**src/rtl/aux_req_seq.sv**
```systemverilog
module aux_req_seq #(
  parameter int DEPTH      = 144,
  parameter int NATIVE_MAX = 16,
  parameter int I2C_MAX    = 128
) (
  input  logic        clk,
  input  logic        rst_n,
  input  logic        reg_wr,
  input  logic        reg_rd,
  input  logic [2:0]  reg_addr,
  input  logic [31:0] reg_wdata,
  output logic [31:0] reg_rdata,
  output logic        irq,
  output logic        tx_valid,
  input  logic        tx_ready,
  output logic [7:0]  tx_byte,
  output logic        tx_last,
  output logic        tx_i2c,
  output logic        tx_no_addr,
  output logic        tx_no_stop,
  input  logic        rx_valid,
  input  logic [7:0]  rx_byte,
  input  logic        rx_end,
  input  logic        rx_nack,
  input  logic        rx_defer,
  input  logic        rx_phy_err
);
  localparam int PW = $clog2(DEPTH + 1);
  localparam logic [PW-1:0] FULL = PW'(DEPTH);

  typedef enum logic [1:0] {S_IDLE, S_TX, S_WAIT} st_t;

  st_t            st;
  logic [7:0]     mem [DEPTH];
  logic [PW-1:0]  ptr, tx_idx, rx_cnt;
  logic           ovf, dummy, rd_q, en_q, rst_q;
  logic [3:0]     tc_q;
  logic [15:0]    tmo_q, lim_q, tmr;
  logic [8:0]     len_q;
  logic [7:0]     stat, sset;

  wire idle    = (st == S_IDLE);
  wire wr_ctrl = reg_wr && reg_addr == 3'd0;
  wire wr_data = reg_wr && reg_addr == 3'd1;
  wire wr_tc   = reg_wr && reg_addr == 3'd2;
  wire wr_stat = reg_wr && reg_addr == 3'd5;
  wire rd_data = reg_rd && reg_addr == 3'd1;
  wire clr     = rst_q || (wr_ctrl && reg_wdata[1]);

  wire [8:0] len1 = {1'b0, mem[3]} + 9'd1;
  wire       req_rd = mem[0][4];
  wire [8:0] need = req_rd ? 9'd4 : 9'd4 + len1;
  wire [8:0] lim  = reg_wdata[1] ? 9'(I2C_MAX) : 9'(NATIVE_MAX);
  wire       bad  = ovf || (len1 > lim) || (9'(ptr) != need);
  wire       launch = wr_tc && reg_wdata[0] && idle && en_q && !clr;

  wire [PW-1:0] wbase = reg_wdata[31] ? '0 : ptr;
  wire          dstore = wr_data && idle && !clr && !reg_wdata[30] && (wbase < FULL);
  wire          rstore = (st == S_WAIT) && rd_q && rx_valid && !rx_end && (rx_cnt < FULL);

  assign tx_valid   = (st == S_TX);
  assign tx_byte    = (tx_idx < FULL) ? mem[tx_idx] : 8'h00;
  assign tx_last    = tx_valid && (tx_idx == ptr - 1'b1);
  assign tx_i2c     = tc_q[1];
  assign tx_no_addr = tc_q[2];
  assign tx_no_stop = tc_q[3];
  assign irq        = |stat;

  always_comb begin
    reg_rdata = '0;
    case (reg_addr)
      3'd0: reg_rdata = {30'd0, rst_q, en_q};
      3'd1: reg_rdata = (dummy || ptr >= FULL) ? 32'd0 : {16'd0, mem[ptr], 8'd0};
      3'd2: reg_rdata = {28'd0, tc_q};
      3'd3: reg_rdata = {16'd0, tmo_q};
      3'd4: reg_rdata = {16'd0, lim_q};
      3'd5: reg_rdata = {24'd0, stat};
      default: reg_rdata = '0;
    endcase
  end

  always_comb begin
    sset = '0;
    if (launch && bad) sset[1] = 1'b1;
    if (st == S_WAIT) begin
      if (rx_end) begin
        if (rx_phy_err)                     sset[7] = 1'b1;
        else if (rx_nack)                   sset[tc_q[1] ? 5 : 3] = 1'b1;
        else if (rx_defer)                  sset[tc_q[1] ? 6 : 3] = 1'b1;
        else if (rd_q && 9'(rx_cnt) != len_q) sset[4] = 1'b1;
        else                                sset[0] = 1'b1;
      end else if (!rx_valid && tmr == 16'd0) begin
        sset[2] = 1'b1;
      end
    end
  end

  always_ff @(posedge clk) begin
    if (dstore) mem[wbase] <= reg_wdata[7:0];
    else if (rstore) mem[rx_cnt] <= rx_byte;
  end

  always_ff @(posedge clk or negedge rst_n) begin
    if (!rst_n) begin
      en_q  <= 1'b0;
      rst_q <= 1'b0;
      tmo_q <= 16'hFFFF;
      lim_q <= 16'hFFFF;
      tc_q  <= '0;
    end else begin
      if (wr_ctrl) {rst_q, en_q} <= reg_wdata[1:0];
      if (reg_wr && reg_addr == 3'd3) tmo_q <= reg_wdata[15:0];
      if (reg_wr && reg_addr == 3'd4) lim_q <= reg_wdata[15:0];
      if (wr_tc && idle) tc_q <= reg_wdata[3:0];
    end
  end

  always_ff @(posedge clk or negedge rst_n) begin
    if (!rst_n) stat <= '0;
    else if (clr) stat <= '0;
    else stat <= (wr_stat ? (stat & reg_wdata[7:0]) : stat) | sset;
  end

  always_ff @(posedge clk or negedge rst_n) begin
    if (!rst_n) begin
      st <= S_IDLE; ptr <= '0; tx_idx <= '0; rx_cnt <= '0;
      ovf <= 1'b0; dummy <= 1'b0; rd_q <= 1'b0; tmr <= '0; len_q <= '0;
    end else if (clr) begin
      st <= S_IDLE; ptr <= '0; ovf <= 1'b0; dummy <= 1'b0;
    end else begin
      case (st)
        S_IDLE: begin
          if (launch && !bad) begin
            st <= S_TX; tx_idx <= '0; rx_cnt <= '0; rd_q <= req_rd; len_q <= len1;
          end else if (wr_data) begin
            if (reg_wdata[30]) begin
              ptr <= '0; dummy <= 1'b1; ovf <= 1'b0;
            end else begin
              dummy <= 1'b0;
              if (reg_wdata[31]) ovf <= 1'b0;
              if (wbase < FULL) ptr <= wbase + 1'b1;
              else ovf <= 1'b1;
            end
          end else if (rd_data) begin
            if (dummy) dummy <= 1'b0;
            else if (ptr < FULL) ptr <= ptr + 1'b1;
          end
        end
        S_TX: if (tx_ready) begin
          if (tx_idx == ptr - 1'b1) begin
            st <= S_WAIT; tmr <= tmo_q;
          end else tx_idx <= tx_idx + 1'b1;
        end
        S_WAIT: begin
          if (rx_end) st <= S_IDLE;
          else if (rx_valid) begin
            tmr <= tmo_q;
            if (rx_cnt < FULL) rx_cnt <= rx_cnt + 1'b1;
          end else if (tmr == 16'd0) st <= S_IDLE;
          else tmr <= tmr - 1'b1;
        end
        default: st <= S_IDLE;
      endcase
    end
  end
endmodule


```
**config.mk**
```make
export PLATFORM = sky130hd
export DESIGN_NAME = aux_req_seq
export DESIGN_NICKNAME = d
export VERILOG_FILES = /design/src/rtl/aux_req_seq.sv
export SDC_FILE = /design/constraint.sdc
export NUM_CORES = 2
export LEC_CHECK = 0
export ABC_CLOCK_PERIOD_IN_PS = 16100
export BUFFER_PORTS_ARGS = -buffer_cell sky130_fd_sc_hd__buf_2
export CORE_ASPECT_RATIO = 2
export CORE_MARGIN = 3
export CORE_UTILIZATION = 55
export CTS_CLUSTER_DIAMETER = 50
export DETAILED_ROUTE_END_ITERATION = 10
export GPL_ROUTABILITY_DRIVEN = 0
export PLACE_DENSITY_LB_ADDON = 0.12
export SETUP_SLACK_MARGIN = 0.15
export SLEW_MARGIN = 40
export SYNTH_ARGS = -nofsm -noshare
export SYNTH_HDL_FRONTEND = slang
export SYNTH_SLANG_ARGS = --single-unit
```
**constraint.sdc**
```tcl
create_clock -name clk -period 16.1 [get_ports clk]
set_input_delay 4.025 -clock clk [delete_from_list [all_inputs] [get_ports clk]]
set_output_delay 4.025 -clock clk [all_outputs]
set_load 0.03 [all_outputs]
```
Word level (Yosys, flattened, before mapping)
Memory sizes are Yosys's and may differ from the RTL's. Index checks and enable logic that the tools add are counted.

Bitwise logic cells: 5. Mux-type cells: 81. Reductions and logical operators: 57. Equal/unequal tests: 27. $add $sub $neg: 8. $lt $le $gt $ge: 10.

Operators with widths (number): 8-bit two-way mux (24); 16-bit two-way mux (6); 16-bit case mux with 6 select lines (1); 8-bit by 1-bit adder with 8-bit output (second input constant) (4); 8-bit less-than comparator (second input constant) (4); 16-bit case mux with 2 select lines (1); 8-bit case mux with 2 select lines (2); 1-bit two-way mux (29); 1-bit logical AND (28); 8-bit by 9-bit inequality test with 1-bit output (2); 6-bit AND reduction (3); 16-bit zero test (1); 2-bit two-way mux (8); 2-bit by 8-bit OR with 8-bit output (2); 8-bit OR reduction (2); 16-bit by 1-bit subtractor with 16-bit output (second input constant) (1); 3-bit two-way mux (4); 3-bit by 1-bit inequality test with 1-bit output (second input constant) (4); 5-bit AND reduction (2); 2-bit nonzero test (5); 3-bit by 9-bit adder with 9-bit output (first input constant) (1); 8-bit by 1-bit adder with 9-bit output (second input constant) (1); 9-bit by 8-bit greater-than comparator with 1-bit output (1); 9-bit two-way mux (1); other kinds (30) (51).

Bits in writable memories: 1152. Register bits: 100. Output and inout port bits: 46. Word-level logic and storage cells: 204. Memories kept: 1.

Memories: mem (words 144, bits a word 8, read ports 4, clocked after Yosys merged registers in 0, write ports 1, RTL line 34) `logic [7:0] mem [DEPTH];`.

Longest topological paths before layout
Depth after elaboration: 16. Depth in mapped cells: 16. Mapped depth without buffers: 13.

Worst setup path after synthesis
No wires, ideal clock.

Path kind: input to register. Start point: in rx_valid. End point: mem mem[0][1], data pin. Cell stages on the path: 6. Arrival: 10437 ps. Buffers on the path: 3. Setup time: 1322 ps. Path slack: 4342 ps. Cell sequence: nor3b_1 -> and3_1 -> buf_2 -> buf_4 -> clkbuf_1 -> o21ai_0.

Longest elaborated chain between the ends: 8.

Ends and longest elaborated chain: start, declared (RTL line 21) `input logic rx_valid,`; 1-bit logical AND (3 in a row) (RTL line 59) `wire rstore = (st == S_WAIT) && rd_q && rx_valid && !rx_end && (rx_cnt < FULL);`; 1-bit two-way mux (RTL line 100) `else if (rstore) mem[rx_cnt] <= rx_byte;`; 1-bit two-way mux (RTL line 99) `if (dstore) mem[wbase] <= reg_wdata[7:0];`; 1-bit two-way mux (implied by the code) (RTL line 100); 8-bit OR reduction (no source line); 8-bit two-way mux (no source line); end, declared (RTL line 34).

No other way between the ends.

Worst setup path in the final report
Start point: in reg_addr[0]. End point: out reg_rdata[9].

Longest elaborated chain between the ends: 2. Elaborated cells on any way between the ends: 7. Those cells by class: 5 x eq/ne; 1 x mux; 1 x reduce/logical.

Ends and longest elaborated chain: start, declared (RTL line 10) `input logic [2:0] reg_addr,`; 3-bit equality test (tied with other cells) (RTL line 71) `case (reg_addr)`; 16-bit case mux with 6 select lines * (RTL line 71); end, declared (RTL line 12) `output logic [31:0] reg_rdata,`.

Mark *: on every way between the ends. The rest lies on a longest branch, timed or not.

==> flow_metrics.tcl <==
set metrics [dict create \
    vdd_drop_max_mv 0.1203 \
    cts_resized 0 \
    synth_top_cell_by_area "edfxtp_1" \
    synth_cell_types 78 \
    slowest_delay_ps 450 \
    num-fill-cells 7442 \
    r2r_slack_ps 11290 \
    clk_path_buf_depth 3 \
    drc 0 \
    area_delta_synth_final_pct 9.889 \
    ys_top_cells_by_count "1,152 x edfxtp_1, 747 x mux4_2, 211 x nor2_1, 107 x clkbuf_1, 99 x nand2_1" \
    dp_hpwl_mm 112.4 \
    ant_nets 0 \
    path_clk_slew_ps 60 \
    max_freq_mhz 99.99 \
    cts-root-buf "clkbuf_16" \
    hold_ws_ps 489.3 \
    grt_use_total_pct 30.58 \
    path_cells "buf_2 > nand2_1 > nor2_1 > nand2_1 > nor2_1 > a22oi_1 > nand2_1 > buf_2" \
    num_rows 170 \
    startpoint "reg_addr[0]" \
    synth_most_common_cell "edfxtp_1" \
    dp.cells 4355 \
    cp-end-kind "primary output" \
    total_power_mw 8.442 \
    finalCritPeriodShare_pct 62.12 \
    cpMostUsedCell "nand2_1" \
    antenna_found_initial 8 \
    design_area_um2 66030 \
    critPathSlowestCell "buf_2" \
    synth_seq_cells 1252 \
    synth_area_um2 60080 \
    cp-start-kind "input port" \
    setup_viol 0 \
    io_buffers 68 \
    synthTopCellsByArea "edfxtp_1 58%, mux4_2 28%, dfrtp_1 2.8%, dfstp_2 1.4%, nor2_1 1.3%" \
    timing.rr.start "rx_cnt[4]" \
    grt_pass1_vias 34940 \
    synth_flop_cell "edfxtp_1" \
    wirelength_mm 169.0 \
    endpoint "reg_rdata[9]" \
    start_util_pct 55.72 \
    critPathMaxFanout 24 \
    powerDensity_nw_per_um2 127.9 \
    crit_buf_inv 2 \
    placedInstanceArea_um2 62100 \
    fin_util_pct 61.23 \
    clock_latency_ps 740 \
    post_drt_via_cell_ratio 7.154 \
    grt_max_degree 136 \
    wl_per_cell_um 37.00 \
    stdcell_count 4567 \
    setup_tns_ps 0 \
    core_um2 107800 \
    rsz0062_at_grt "false" \
    worst-setup-path-type "in -> out" \
    cp.depth 8 \
    slew_violations 0 \
    hold_violations 0 \
    setup_slack_ps 6099 \
    ys_seq_area_share_pct 61.81 \
    tightestPinTransition_ps 968.0 \
    h-tree-depth 3 \
    maxCapViolCount 0 \
    post_cts_buffers 0 \
    synth_top_area_share_pct 57.57 \
    fp.dieH_um 473.4 \
    cts_num_sinks 1252 \
    cts_tree "yes" \
    syn_inst 3091 \
    finalCriticalPeriod_ps 10000 \
    io_pins 99 \
    hold_path_class "reg -> reg" \
    postSynth.asyncResetShare_pct 7.987 \
    chipWidth_um 239.7 \
    critPathRequiredTime_ps 12070 \
    r2r_cells 6 \
    synth-edff-count 1152 \
    leakage_nw 20.40 \
    grt_pass1_wl_mm 243.9 \
    cts_made_buffers 109 \
    timing.slew.headroom_pct 35.47 \
    dieArea_um2 113500 \
    status "finished clean" \
    drtPass1Iterations 8 \
    pre_cts_slack_ps 6132 \
    nets 3161 \
    arrival_ps 5980 \
    finClkSkew_ps 30.71 \
    avgSynthCellArea_um2 19.44 \
    drtIter0Drc 3498 \
    cp_top_family "simple AND/OR/NAND/NOR gates" \
    cts_hold_buf 0 \
    yosys_warnings 0 \
    overflow 0 \
    drive_gt1_share_pct 40.84 \
    vias 32670 \
    rr_endpoint "mem[82][3]" \
]
[cell type report]
class / count / area, um^2 / area share, %
sequential: 1252 / 37160 / 56.28
multi-input combinational: 1574 / 22230 / 33.67
clock buffer: 140 / 2947 / 4.463
tap: 1376 / 1722 / 2.608
timing repair buffer: 124 / 1059 / 1.603
clock inverter: 64 / 765.7 / 1.160
inverter: 34 / 131.4 / 0.1990
antenna: 3 / 7.507 / 0.01137
[cell families (layout without fill, tap and decap cells)]
logic type               after synthesis  in the layout  share of synthesized area [%]
AND/OR/NAND/NOR                      483            483                          3.746
multiplexers                         810            810                          29.15
adder cells (fa/ha/maj)               13             13                         0.2707
AO/OA/AOI/OAI                        219            219                          2.384
XOR/XNOR                              33             33                         0.5289
other                                  1             19                       0.006241
flip-flops                          1252           1252                          61.81
buffers and inverters                280            362                          2.112
[worst min-delay path by stage]
stage / start / endpoint / slack (ps) / cells past startpoint
6_report: len_q[8] / len_q[8] / 490 / 1
5_1_grt: len_q[8] / len_q[8] / 520 / 1
4_1_cts: len_q[8] / len_q[8] / 480 / 1
3_5_place_dp: len_q[8] / len_q[8] / 470 / 1
3_3_place_gp: len_q[8] / len_q[8] / 460 / 1
2_1_floorplan: len_q[8] / len_q[8] / 440 / 1
[power breakdown]
| part | switching, mW | internal [mW] | leakage [nW] |
|---|---|---|---|
| Clock | 1.23 | 1.53 | 1.81 |
| Sequential | 0.0929 | 3.59 | 11.6 |
| Combinational | 1.03 | 0.967 | 7.02 |
[state kept, by name (all words and copies together) (netlist names)]
| register | flops |
|---|---|
| dummy | 1 |
| tx_idx | 8 |
| ptr | 8 |
| en_q | 1 |
| tmo_q | 16 |
| rx_cnt | 8 |
| rd_q | 1 |
| tmr | 16 |
| mem | 1152 |
| stat | 8 |
| ovf | 1 |
| len_q | 9 |
| lim_q | 16 |
| rst_q | 1 |
| st | 2 |
| tc_q | 4 |
[metal layers]
layer | vias to the layer above | part of all wire (%) | track usage (%)
met3 | 505 | 7.2 | 5.797
met1 | 17350 | 31 | 34.05
met5 | - | 0.040 | 0
met4 | 10 | 8.1 | 19.49
met2 | 1648 | 53 | 53.69
li1 | 13160 | - | -
[placed cells by master (no fill, tap or decap), types with 15 or more instances in the layout]
cell type  instances
o21ai_0           46
inv_1             31
a22oi_1           18
edfxtp_1        1152
clkbuf_1          23
clkinv_2          17
nand2b_1          15
a21oi_1           44
mux2_2            42
nor2_1            81
dfrtp_1           61
buf_2             67
mux4_2           747
clkbuf_16        111
nand2_1           72
dfstp_2           32
clkinv_1          15
nand2_2           21
nor3_1            18
mux2i_1           20
buf_6             15
buf_4             26
conb_1            16
nor2b_1           16
nand3_1           30
nor2_2           130
xor2_1            18
[worst reg2reg max path, cell delays in order, from the launching register on]
cell and delay, ps:
dfrtp_1 540, o31a_1 370, nor3b_1 440, nand3_1 720, o31ai_1 890, nand2_2 630, nor2_1 840
No activity file was read; power rests on OpenSTA's default activity.
